===== src/rtl/strx_pkg.sv =====
// Package: shared types and helpers for the string transfer engine.
// Assumes op and repeat encodings are fixed by the block's port contract.
package strx_pkg;

    typedef enum logic [2:0] {
        OP_LOAD  = 3'd0,
        OP_STORE = 3'd1,
        OP_MOVE  = 3'd2,
        OP_CMP   = 3'd3,
        OP_SCAN  = 3'd4
    } str_op_e;

    typedef enum logic [1:0] {
        RP_NONE = 2'd0,
        RP_ALL  = 2'd1,
        RP_EQ   = 2'd2,
        RP_NE   = 2'd3
    } rep_mode_e;

    typedef enum logic [2:0] {
        ST_IDLE   = 3'd0,
        ST_SRC_RD = 3'd1,
        ST_DST_RD = 3'd2,
        ST_DST_WR = 3'd3,
        ST_STEP   = 3'd4,
        ST_DONE   = 3'd5
    } seq_state_e;

    typedef struct packed {
        logic zf;
        logic cf;
        logic sf;
    } flags_t;

    // First access state of an element for a given operation
    function automatic seq_state_e entry_state(str_op_e op);
        case (op)
            OP_LOAD, OP_MOVE, OP_CMP: return ST_SRC_RD;
            OP_STORE:                 return ST_DST_WR;
            OP_SCAN:                  return ST_DST_RD;
            default:                  return ST_DONE;
        endcase
    endfunction

    // Operation consumes the source pointer
    function automatic logic uses_src(str_op_e op);
        return (op == OP_LOAD) || (op == OP_MOVE) || (op == OP_CMP);
    endfunction

    // Operation consumes the destination pointer
    function automatic logic uses_dst(str_op_e op);
        return (op == OP_STORE) || (op == OP_MOVE) || (op == OP_CMP) || (op == OP_SCAN);
    endfunction

endpackage


===== src/rtl/strx_agen.sv =====
// Module: physical address generator.
// Forms (segment << SHIFT) + offset and truncates to PADDR_W bits.
// Assumes PADDR_W covers the shifted segment width of interest; higher bits wrap.
module strx_agen #(
    parameter int SEG_W   = 16,
    parameter int OFF_W   = 16,
    parameter int SHIFT   = 4,
    parameter int PADDR_W = 20
) (
    input  logic [SEG_W-1:0]   seg_i,
    input  logic [OFF_W-1:0]   off_i,
    output logic [PADDR_W-1:0] paddr_o
);

    // Wrapping address sum in the physical width
    always_comb begin
        paddr_o = (PADDR_W'(seg_i) << SHIFT) + PADDR_W'(off_i);
    end

endmodule


===== src/rtl/strx_ptrstep.sv =====
// Module: pointer stepper.
// Returns the pointer moved by one element (1 byte or 2 bytes).
// The direction flag selects decrement. Wraps at OFF_W bits.
module strx_ptrstep #(
    parameter int OFF_W = 16
) (
    input  logic [OFF_W-1:0] ptr_i,
    input  logic             word_i,
    input  logic             df_i,
    output logic [OFF_W-1:0] ptr_o
);

    localparam logic [OFF_W-1:0] STEP_B = OFF_W'(1);
    localparam logic [OFF_W-1:0] STEP_W = OFF_W'(2);

    logic [OFF_W-1:0] step;

    // Select element size and apply direction
    always_comb begin
        step  = word_i ? STEP_W : STEP_B;
        ptr_o = df_i ? (ptr_i - step) : (ptr_i + step);
    end

endmodule


===== src/rtl/strx_cmp.sv =====
// Module: element subtractor for compare and scan.
// Computes a - b on the low half (byte) or the full width (word).
// Produces zero, borrow and sign flags; the result itself is discarded.
module strx_cmp
    import strx_pkg::*;
#(
    parameter int DATA_W = 16
) (
    input  logic [DATA_W-1:0] a_i,
    input  logic [DATA_W-1:0] b_i,
    input  logic              word_i,
    output flags_t            flags_o
);

    localparam int HALF_W = DATA_W / 2;

    logic [DATA_W:0] diff_w;
    logic [HALF_W:0] diff_b;

    // Width-selected subtraction with borrow out
    always_comb begin
        diff_w = {1'b0, a_i} - {1'b0, b_i};
        diff_b = {1'b0, a_i[HALF_W-1:0]} - {1'b0, b_i[HALF_W-1:0]};
        if (word_i) begin
            flags_o.zf = (diff_w[DATA_W-1:0] == '0);
            flags_o.cf = diff_w[DATA_W];
            flags_o.sf = diff_w[DATA_W-1];
        end else begin
            flags_o.zf = (diff_b[HALF_W-1:0] == '0);
            flags_o.cf = diff_b[HALF_W];
            flags_o.sf = diff_b[HALF_W-1];
        end
    end

endmodule


===== src/rtl/strx_engine.sv =====
// Module: string transfer engine with repeat (top).
// Runs one load/store/move/compare/scan instruction per start pulse,
// optionally repeated under a count and a zero-flag condition.
// Assumes: single outstanding memory access, ready is a one-cycle completion
// strobe, a word is one access at the element address, and byte read data
// sits in the low byte. Segments and registers are captured at start.
module strx_engine
    import strx_pkg::*;
#(
    parameter int DATA_W    = 16,
    parameter int OFF_W     = 16,
    parameter int SEG_W     = 16,
    parameter int CNT_W     = 16,
    parameter int SEG_SHIFT = 4,
    parameter int PADDR_W   = 20
) (
    input  logic               clk,
    input  logic               rst_n,
    input  logic               start_i,
    input  logic [2:0]         op_i,
    input  logic [1:0]         rep_i,
    input  logic               word_i,
    input  logic               df_i,
    input  logic [SEG_W-1:0]   ds_i,
    input  logic [SEG_W-1:0]   es_i,
    input  logic [OFF_W-1:0]   si_i,
    input  logic [OFF_W-1:0]   di_i,
    input  logic [CNT_W-1:0]   cx_i,
    input  logic [DATA_W-1:0]  ax_i,
    input  logic               zf_i,
    input  logic               cf_i,
    input  logic               sf_i,
    output logic               busy_o,
    output logic               done_o,
    output logic [OFF_W-1:0]   si_o,
    output logic [OFF_W-1:0]   di_o,
    output logic [CNT_W-1:0]   cx_o,
    output logic [DATA_W-1:0]  ax_o,
    output logic               zf_o,
    output logic               cf_o,
    output logic               sf_o,
    output logic               mem_req_o,
    output logic               mem_we_o,
    output logic               mem_wide_o,
    output logic [PADDR_W-1:0] mem_addr_o,
    output logic [DATA_W-1:0]  mem_wdata_o,
    input  logic [DATA_W-1:0]  mem_rdata_i,
    input  logic               mem_rdy_i
);

    localparam int HALF_W = DATA_W / 2;
    localparam int NPTR   = 2;   // index 0: source side, index 1: destination side

    seq_state_e        state_q;
    str_op_e           op_q;
    rep_mode_e         rep_q;
    logic              word_q;
    logic              df_q;
    logic [SEG_W-1:0]  ds_q;
    logic [SEG_W-1:0]  es_q;
    logic [OFF_W-1:0]  si_q;
    logic [OFF_W-1:0]  di_q;
    logic [CNT_W-1:0]  cx_q;
    logic [DATA_W-1:0] acc_q;
    logic [DATA_W-1:0] tmp_q;
    flags_t            flags_q;

    logic [SEG_W-1:0]   seg_sel  [NPTR];
    logic [OFF_W-1:0]   ptr_cur  [NPTR];
    logic [OFF_W-1:0]   ptr_nxt  [NPTR];
    logic [PADDR_W-1:0] paddr    [NPTR];

    logic [DATA_W-1:0] rd_eff;
    logic [DATA_W-1:0] cmp_a;
    logic [DATA_W-1:0] wr_val;
    flags_t            cmp_flags;
    logic [CNT_W-1:0]  cx_dec;
    logic              more;

    assign seg_sel[0] = ds_q;
    assign seg_sel[1] = es_q;
    assign ptr_cur[0] = si_q;
    assign ptr_cur[1] = di_q;

    // One address generator and one stepper per pointer side
    for (genvar g = 0; g < NPTR; g++) begin : g_side
        strx_agen #(
            .SEG_W  (SEG_W),
            .OFF_W  (OFF_W),
            .SHIFT  (SEG_SHIFT),
            .PADDR_W(PADDR_W)
        ) u_agen (
            .seg_i  (seg_sel[g]),
            .off_i  (ptr_cur[g]),
            .paddr_o(paddr[g])
        );

        strx_ptrstep #(
            .OFF_W(OFF_W)
        ) u_step (
            .ptr_i (ptr_cur[g]),
            .word_i(word_q),
            .df_i  (df_q),
            .ptr_o (ptr_nxt[g])
        );
    end

    // Read data masked to element width
    always_comb begin
        rd_eff = word_q ? mem_rdata_i : {{HALF_W{1'b0}}, mem_rdata_i[HALF_W-1:0]};
    end

    // Minuend: latched source element for compare, accumulator for scan
    always_comb begin
        cmp_a = (op_q == OP_CMP) ? tmp_q : acc_q;
    end

    strx_cmp #(
        .DATA_W(DATA_W)
    ) u_cmp (
        .a_i    (cmp_a),
        .b_i    (rd_eff),
        .word_i (word_q),
        .flags_o(cmp_flags)
    );

    // Repeat continuation decision taken in the step cycle
    always_comb begin
        cx_dec = cx_q - CNT_W'(1);
        case (rep_q)
            RP_ALL:  more = (cx_dec != '0);
            RP_EQ:   more = (cx_dec != '0) && flags_q.zf;
            RP_NE:   more = (cx_dec != '0) && !flags_q.zf;
            default: more = 1'b0;
        endcase
    end

    // Memory port drive from the current state
    always_comb begin
        wr_val      = (op_q == OP_MOVE) ? tmp_q : acc_q;
        mem_req_o   = (state_q == ST_SRC_RD) || (state_q == ST_DST_RD) || (state_q == ST_DST_WR);
        mem_we_o    = (state_q == ST_DST_WR);
        mem_wide_o  = word_q;
        mem_addr_o  = (state_q == ST_SRC_RD) ? paddr[0] : paddr[1];
        mem_wdata_o = word_q ? wr_val : {{HALF_W{1'b0}}, wr_val[HALF_W-1:0]};
    end

    // Sequencer and architectural register updates
    always_ff @(posedge clk) begin
        if (!rst_n) begin
            state_q <= ST_IDLE;
            op_q    <= OP_LOAD;
            rep_q   <= RP_NONE;
            word_q  <= 1'b0;
            df_q    <= 1'b0;
            ds_q    <= '0;
            es_q    <= '0;
            si_q    <= '0;
            di_q    <= '0;
            cx_q    <= '0;
            acc_q   <= '0;
            tmp_q   <= '0;
            flags_q <= '0;
        end else begin
            case (state_q)
                ST_IDLE: begin
                    if (start_i) begin
                        op_q       <= str_op_e'(op_i);
                        rep_q      <= rep_mode_e'(rep_i);
                        word_q     <= word_i;
                        df_q       <= df_i;
                        ds_q       <= ds_i;
                        es_q       <= es_i;
                        si_q       <= si_i;
                        di_q       <= di_i;
                        cx_q       <= cx_i;
                        acc_q      <= ax_i;
                        flags_q.zf <= zf_i;
                        flags_q.cf <= cf_i;
                        flags_q.sf <= sf_i;
                        if ((rep_mode_e'(rep_i) != RP_NONE) && (cx_i == '0)) begin
                            state_q <= ST_DONE;
                        end else begin
                            state_q <= entry_state(str_op_e'(op_i));
                        end
                    end
                end
                ST_SRC_RD: begin
                    if (mem_rdy_i) begin
                        case (op_q)
                            OP_LOAD: begin
                                acc_q   <= word_q ? mem_rdata_i
                                                  : {acc_q[DATA_W-1:HALF_W], mem_rdata_i[HALF_W-1:0]};
                                state_q <= ST_STEP;
                            end
                            OP_MOVE: begin
                                tmp_q   <= rd_eff;
                                state_q <= ST_DST_WR;
                            end
                            default: begin
                                tmp_q   <= rd_eff;
                                state_q <= ST_DST_RD;
                            end
                        endcase
                    end
                end
                ST_DST_RD: begin
                    if (mem_rdy_i) begin
                        flags_q <= cmp_flags;
                        state_q <= ST_STEP;
                    end
                end
                ST_DST_WR: begin
                    if (mem_rdy_i) begin
                        state_q <= ST_STEP;
                    end
                end
                ST_STEP: begin
                    if (uses_src(op_q)) begin
                        si_q <= ptr_nxt[0];
                    end
                    if (uses_dst(op_q)) begin
                        di_q <= ptr_nxt[1];
                    end
                    if (rep_q != RP_NONE) begin
                        cx_q <= cx_dec;
                    end
                    state_q <= more ? entry_state(op_q) : ST_DONE;
                end
                ST_DONE: begin
                    state_q <= ST_IDLE;
                end
                default: begin
                    state_q <= ST_IDLE;
                end
            endcase
        end
    end

    // Architectural outputs
    always_comb begin
        busy_o = (state_q != ST_IDLE);
        done_o = (state_q == ST_DONE);
        si_o   = si_q;
        di_o   = di_q;
        cx_o   = cx_q;
        ax_o   = acc_q;
        zf_o   = flags_q.zf;
        cf_o   = flags_q.cf;
        sf_o   = flags_q.sf;
    end

endmodule


===== config.mk =====
export PLATFORM = sky130hd
export DESIGN_NAME = strx_engine
export DESIGN_NICKNAME = d
export VERILOG_FILES = /design/src/rtl/strx_pkg.sv /design/src/rtl/strx_agen.sv /design/src/rtl/strx_ptrstep.sv /design/src/rtl/strx_cmp.sv /design/src/rtl/strx_engine.sv
export SDC_FILE = /design/constraint.sdc
export NUM_CORES = 1
export LEC_CHECK = 0
export BUFFER_PORTS_ARGS = -buffer_cell sky130_fd_sc_hd__buf_2
export CAP_MARGIN = 20
export CORE_ASPECT_RATIO = 0.6
export CORE_MARGIN = 3
export CORE_UTILIZATION = 35
export DETAILED_ROUTE_END_ITERATION = 7
export GPL_TIMING_DRIVEN = 0
export PLACE_DENSITY = 0.67
export SKIP_CTS_REPAIR_TIMING = 1
export SYNTH_ARGS = -nofsm -noshare
export SYNTH_HDL_FRONTEND = slang
export SYNTH_HIERARCHICAL = 1
export SYNTH_SLANG_ARGS = --single-unit

===== constraint.sdc =====
create_clock -name clk -period 3.8 [get_ports clk]
set_clock_uncertainty 0.15 [all_clocks]
set_input_delay 0.38 -clock clk [delete_from_list [all_inputs] [get_ports clk]]
set_output_delay 0.38 -clock clk [all_outputs]
set_load 0.005 [all_outputs]

## Word-level counts from Yosys, hierarchy flattened

Cells that the tools add are included.

- $add $sub $neg: 9
- Eq/ne operators: 25
- Multiplexer cells: 36
- Bitwise gates (word level): 1
- Reductions and logical operators: 36

Operator list:

| kind | count |
|---|---|
| $mux 16 | 16 |
| $pmux 16 s2 | 4 |
| $add 20x16->20 | 2 |
| $add 16x16->16 | 2 |
| $logic_not 16->1 | 2 |
| $sub 16x16->16 | 2 |
| $mux 3 | 8 |
| $mux 20 | 1 |
| $eq 3x2->1 const B | 6 |
| $pmux 3 s3 | 2 |
| $reduce_and 3->1 | 6 |
| $sub 16x16->17 | 1 |
| $reduce_bool 16->1 | 1 |
| $sub 16x1->16 const B | 1 |
| $ne 2x2->1 const B | 7 |
| $eq 3x3->1 const B | 4 |
| $pmux 3 s2 | 2 |
| $pmux 3 s4 | 1 |
| $reduce_bool 2->1 | 5 |
| $eq 3x1->1 const B | 3 |
| $logic_not 3->1 | 3 |
| $sub 8x8->9 | 1 |
| $logic_not 8->1 | 1 |
| $logic_or 1x1->1 | 7 |
| other kinds (14) | 19 |

- Flip-flop bits (word level): 125
- Input bits: 126
- Word-level logic and storage cells: 123

## Longest topological paths before layout

- Word-level depth: 7
- Depth in mapped cells: 17

## Hierarchy

The synthesis kept the hierarchy.

By module, submodules not included:

| module | instances | cells each | area each (um^2) |
|---|---|---|---|
| strx_engine | 1 | 849 | 6,722.7 |
| strx_agen | 2 | 108 | 820.8 |
| strx_ptrstep | 2 | 97 | 732.0 |
| strx_cmp | 1 | 143 | 993.5 |

## Worst setup path before layout

Ideal clock, no wire load.

- Path type: register -> register
- Start point: register op_q[2]
- End point: register flags_q (netlist bit zf_o)
- Library setup time: 0.059 ns
- Data arrival time: 3.708 ns
- Required time: 3.591 ns
- Path slack: -0.117 ns
- Cell stages (with the launch flop): 16
- Path buffers: 2
- Clock period less this slack: 3.917 ns
- Cell sequence: dfxtp_1 > clkbuf_1 > nand3b_1 > clkbuf_1 > mux2_2 > ha_1 > a2111o_1 > o21bai_4 > o22ai_2 > a311oi_2 > xnor2_1 > nand4b_1 > a211oi_2 > mux2i_1 > nand2_1 > o211a_1

RTL lines:

| what | RTL line | text |
|---|---|---|
| from (decl) | strx_engine.sv:55 | `str_op_e op_q;` |
| from (signal assigned) | strx_engine.sv:168 | `op_q <= str_op_e'(op_i);` |
| to (signal assigned) | strx_engine.sv:209 | `flags_q <= cmp_flags;` |
| to (decl) | strx_engine.sv:66 | `flags_t flags_q;` |

==> summary.txt <==
Logic synthesis
  – Ys async rst share: 0%
  – Post-synthesis cell count: 1402
  – Netlist cell types: 83
  – Area share of the largest cell type after synthesis: between 20% and 30%
  – Dominant cells by area after synthesis: dfxtp_1 (23%), nand2_1 (9.9%), ha_1 (8.3%)
  – Synthesis-stage register bit count: around 130
  – Synth top cells by count: nand2_1 (285), dfxtp_1 (125), ha_1 (72)
  – Post-synth EDFFs: 0
  – Most common cell in the netlist: nand2_1
  – YS warnings: 6
  – Syn Area/Cell: 7.72 um^2
  – Ys flop type: dfxtp_1
  – Total nets after synthesis: 1605
  – Sequential-to-total area share from yosys stat: ~23%
  – Synthesized cell area: approximately 11000 um^2
  – Leading area contributor after synthesis: dfxtp_1

Placement
  – Gp weighted congestion: 0.934
  – Placed cell area: 12500 um^2
  – Worst slack at placement: -890 ps
  – I/O Buffers: 231
  – DP Wirelength: 32100 um

STA
  – Final setup fails: 0
  – Hold Vio Cnt, Final: 0
  – Final Max Slew Viols: 0
  – Slew margin rel.: 34.3%
  – Worst slew pin tran: roughly 980 ps
  – Final period util: 97.6%
  – Clock period minus worst slack: 3710 ps
  – Fmax: 0.270 GHz
  – Final worst slack: ~90 ps

Die
  – Initial Util: 35.8%
  – # rows: 49
  – CORE AREA: 30200 um^2
  – IO Pins: 234
  – Die X: 233 um
  – DIE HEIGHT: 142 um
  – Die footprint: 33100 um^2

Setup path
  – CP Launch Type: register
  – Worst EP required: 4030 ps
  – Flop-to-flop setup slack: 90 ps
  – Worst Setup End Kind: register
  – RR Startpoint: op_q[2]
  – Worst Reg2Reg Path Length in Cells: 15
  – CP max FO: 5
  – FF-to-FF End: zf_o
  – WP data arrival: 3940 ps
  – CP Class: register to register

Global route
  – GR Util met2: 33.0%
  – GRT Max-Usage Layer: met1
  – GRT Total Usage: 23.6%
  – Vias in the first global route: 10600
  – GR Layer Usage met3: 6.98%
  – Gr ovfl total: 0
  – Pin count of the biggest net entering global routing: 22
  – First-pass GRT wire length: just over 60000 um
  – Global-route track usage on met1: a little over a third
  – Initial antenna violation count: 6

Clock network
  – H-tree depth: 4
  – CTS sink cnt: 125
  – Worst-skew pair later-pin latency: ~440 ps
  – CTS tree: built
  – Number of buffers created by CTS: 17
  – CTS root buffer: clkbuf_16
  – Clock-pin transition on the worst setup and hold timing paths: 60 ps
  – Clock Tree Buf Depth: 2

Cells and area
  – Filler cell count: 3028
  – Net count, final: 1864
  – Area Growth Syn to Fin: 24.9%
  – Ratio of cells with drive above 1 in the final layout: between 20% and 30%
  – Design area: 13500 um^2

Routing
  – DRT Pass-1 Iters: 5
  – Drt initial violations: 1053
  – Avg WL per Cell: 19.4 um
  – Vias/cell: 5.60
  – Routed WL: 40300 um
  – Antenna-violating nets left: 0
  – Vias: about 12000
  – DRC: 0

Worst hold path
  – Hold Path Cell Cnt: 3
  – Hold path startpoint: ds_i[13]
  – Hold EP: ds_q[13]
  – Tightest Hold Check Type: input port to register

Outcome
  – Run status: complete, no violations

Flow run
  – Maximum Capacitance Violations: 0

Power and ir drop
  – Leakage Power: ~0.0065 uW
  – Overall Power: 10400 uW
  – Max VDD drop: 0.000439 V
  – Cell Pwr Density: 772 nW/um^2
-- cells in the final DEF, fill, tap and decap left out, types with 7 or more instances in the layout --
cell	Yosys	layout
buf_1	7	7
clkbuf_16	0	17
nor2b_1	15	15
o211a_1	51	51
nand3_1	54	53
a21o_1	26	26
clkbuf_1	57	52
xnor2_1	37	37
a31oi_1	14	14
dfxtp_1	125	121
a22oi_1	8	8
nand2b_1	16	15
ha_1	72	65
a21oi_1	60	56
buf_2	9	241
mux2_2	37	36
or3_1	14	14
buf_4	8	19
o21a_1	18	18
nand2_1	285	283
o31ai_1	9	8
a211oi_1	9	8
bufinv_16	0	9
nand4_1	14	14
a21oi_2	6	9
nor4_1	9	9
nor3_1	21	19
o21ai_0	45	43
inv_1	57	57
o211ai_1	17	17
nor2_1	66	65
mux2i_1	22	22
xor2_1	17	17
a21boi_0	67	67
and2_1	19	19
-- cells by family after synthesis --
kind of cell / after synthesis / synth area share (%)
simple gates: 547 / 23.2
compound gates: 396 / 28.5
buf+inv: 144 / 5.68
flops: 125 / 23.1
fa+ha+maj: 77 / 9.25
mux: 59 / 5.89
xor+xnor: 54 / 4.37
-- how the worst max path moves through the flow --
stage                     slack, ps    to  startpoint
after floorplan                   5  zf_o     op_q[2]
after global placement         -860  zf_o     op_q[2]
after detailed placement       -890  zf_o     op_q[2]
after CTS                      -910  zf_o     op_q[2]
after global routing            -20  zf_o     op_q[2]
final                            90  zf_o     op_q[2]
-- metal layers --
metal  share of wire (%)  wire length, um  vias up
met5                0.18               73        -
met4                 2.1              859       10
li1                    -                -     5568
met1                  49            19600     5576
met2                  40            16000      455
met3                 9.4             3770       54
-- power by group --
group | total [uW] | internal (uW) | leakage [uW] | switching, uW
clock network | 2140 | 1480 | 0.000370 | 657
logic | 6090 | 2550 | 0.00506 | 3540
registers | 2200 | 1680 | 0.00103 | 521
-- area by class of cell --
type / count / area, um^2 / share of cell area, %
multi-input combinational: 1133 / 7850 / 58.1
clock inverter: 12 / 285 / 2.11
buffer: 83 / 393 / 2.91
antenna: 1 / 2.50 / 0.0185
sequential: 125 / 2510 / 18.6
inverter: 57 / 214 / 1.58
tap: 408 / 510 / 3.78
timing repair buffer: 244 / 1280 / 9.45
clock buffer: 20 / 467 / 3.45
-- metrics by stage --
stage,setup TNS [ps],hold slack [ps],util (%),cells
after floorplan,0,298,-,1402
after global placement,-1600,311,41.3,2041
after detailed placement,-1630,314,41.4,2042
after CTS,-1690,22.5,43.9,2074
after global routing,-19.6,36.6,44.7,2083
final,0,43.0,44.7,2083
-- sequential cells by signal, indices dropped and copies added (netlist names), 2 cells and up --
signal and flops:
rep_q 2, op_q 3, state_q 3, cx_o 16, es_q 16, si_o 16
ax_o 16, ds_q 16, di_o 16, tmp_q 16
-- worst max-delay path, cell delays in order (launching register included) --
cell	delay (ps)
dfxtp_4	350
nand3b_1	290
buf_6	220
mux2_2	270
ha_1	390
o21a_1	140
o31a_1	250
nor2_1	110
o31ai_2	350
o21ai_0	150
o22ai_1	270
nand4b_1	180
a211oi_2	210
mux2i_1	90
nand2_1	90
o211a_1	140
(Power assumes the default switching activity.)
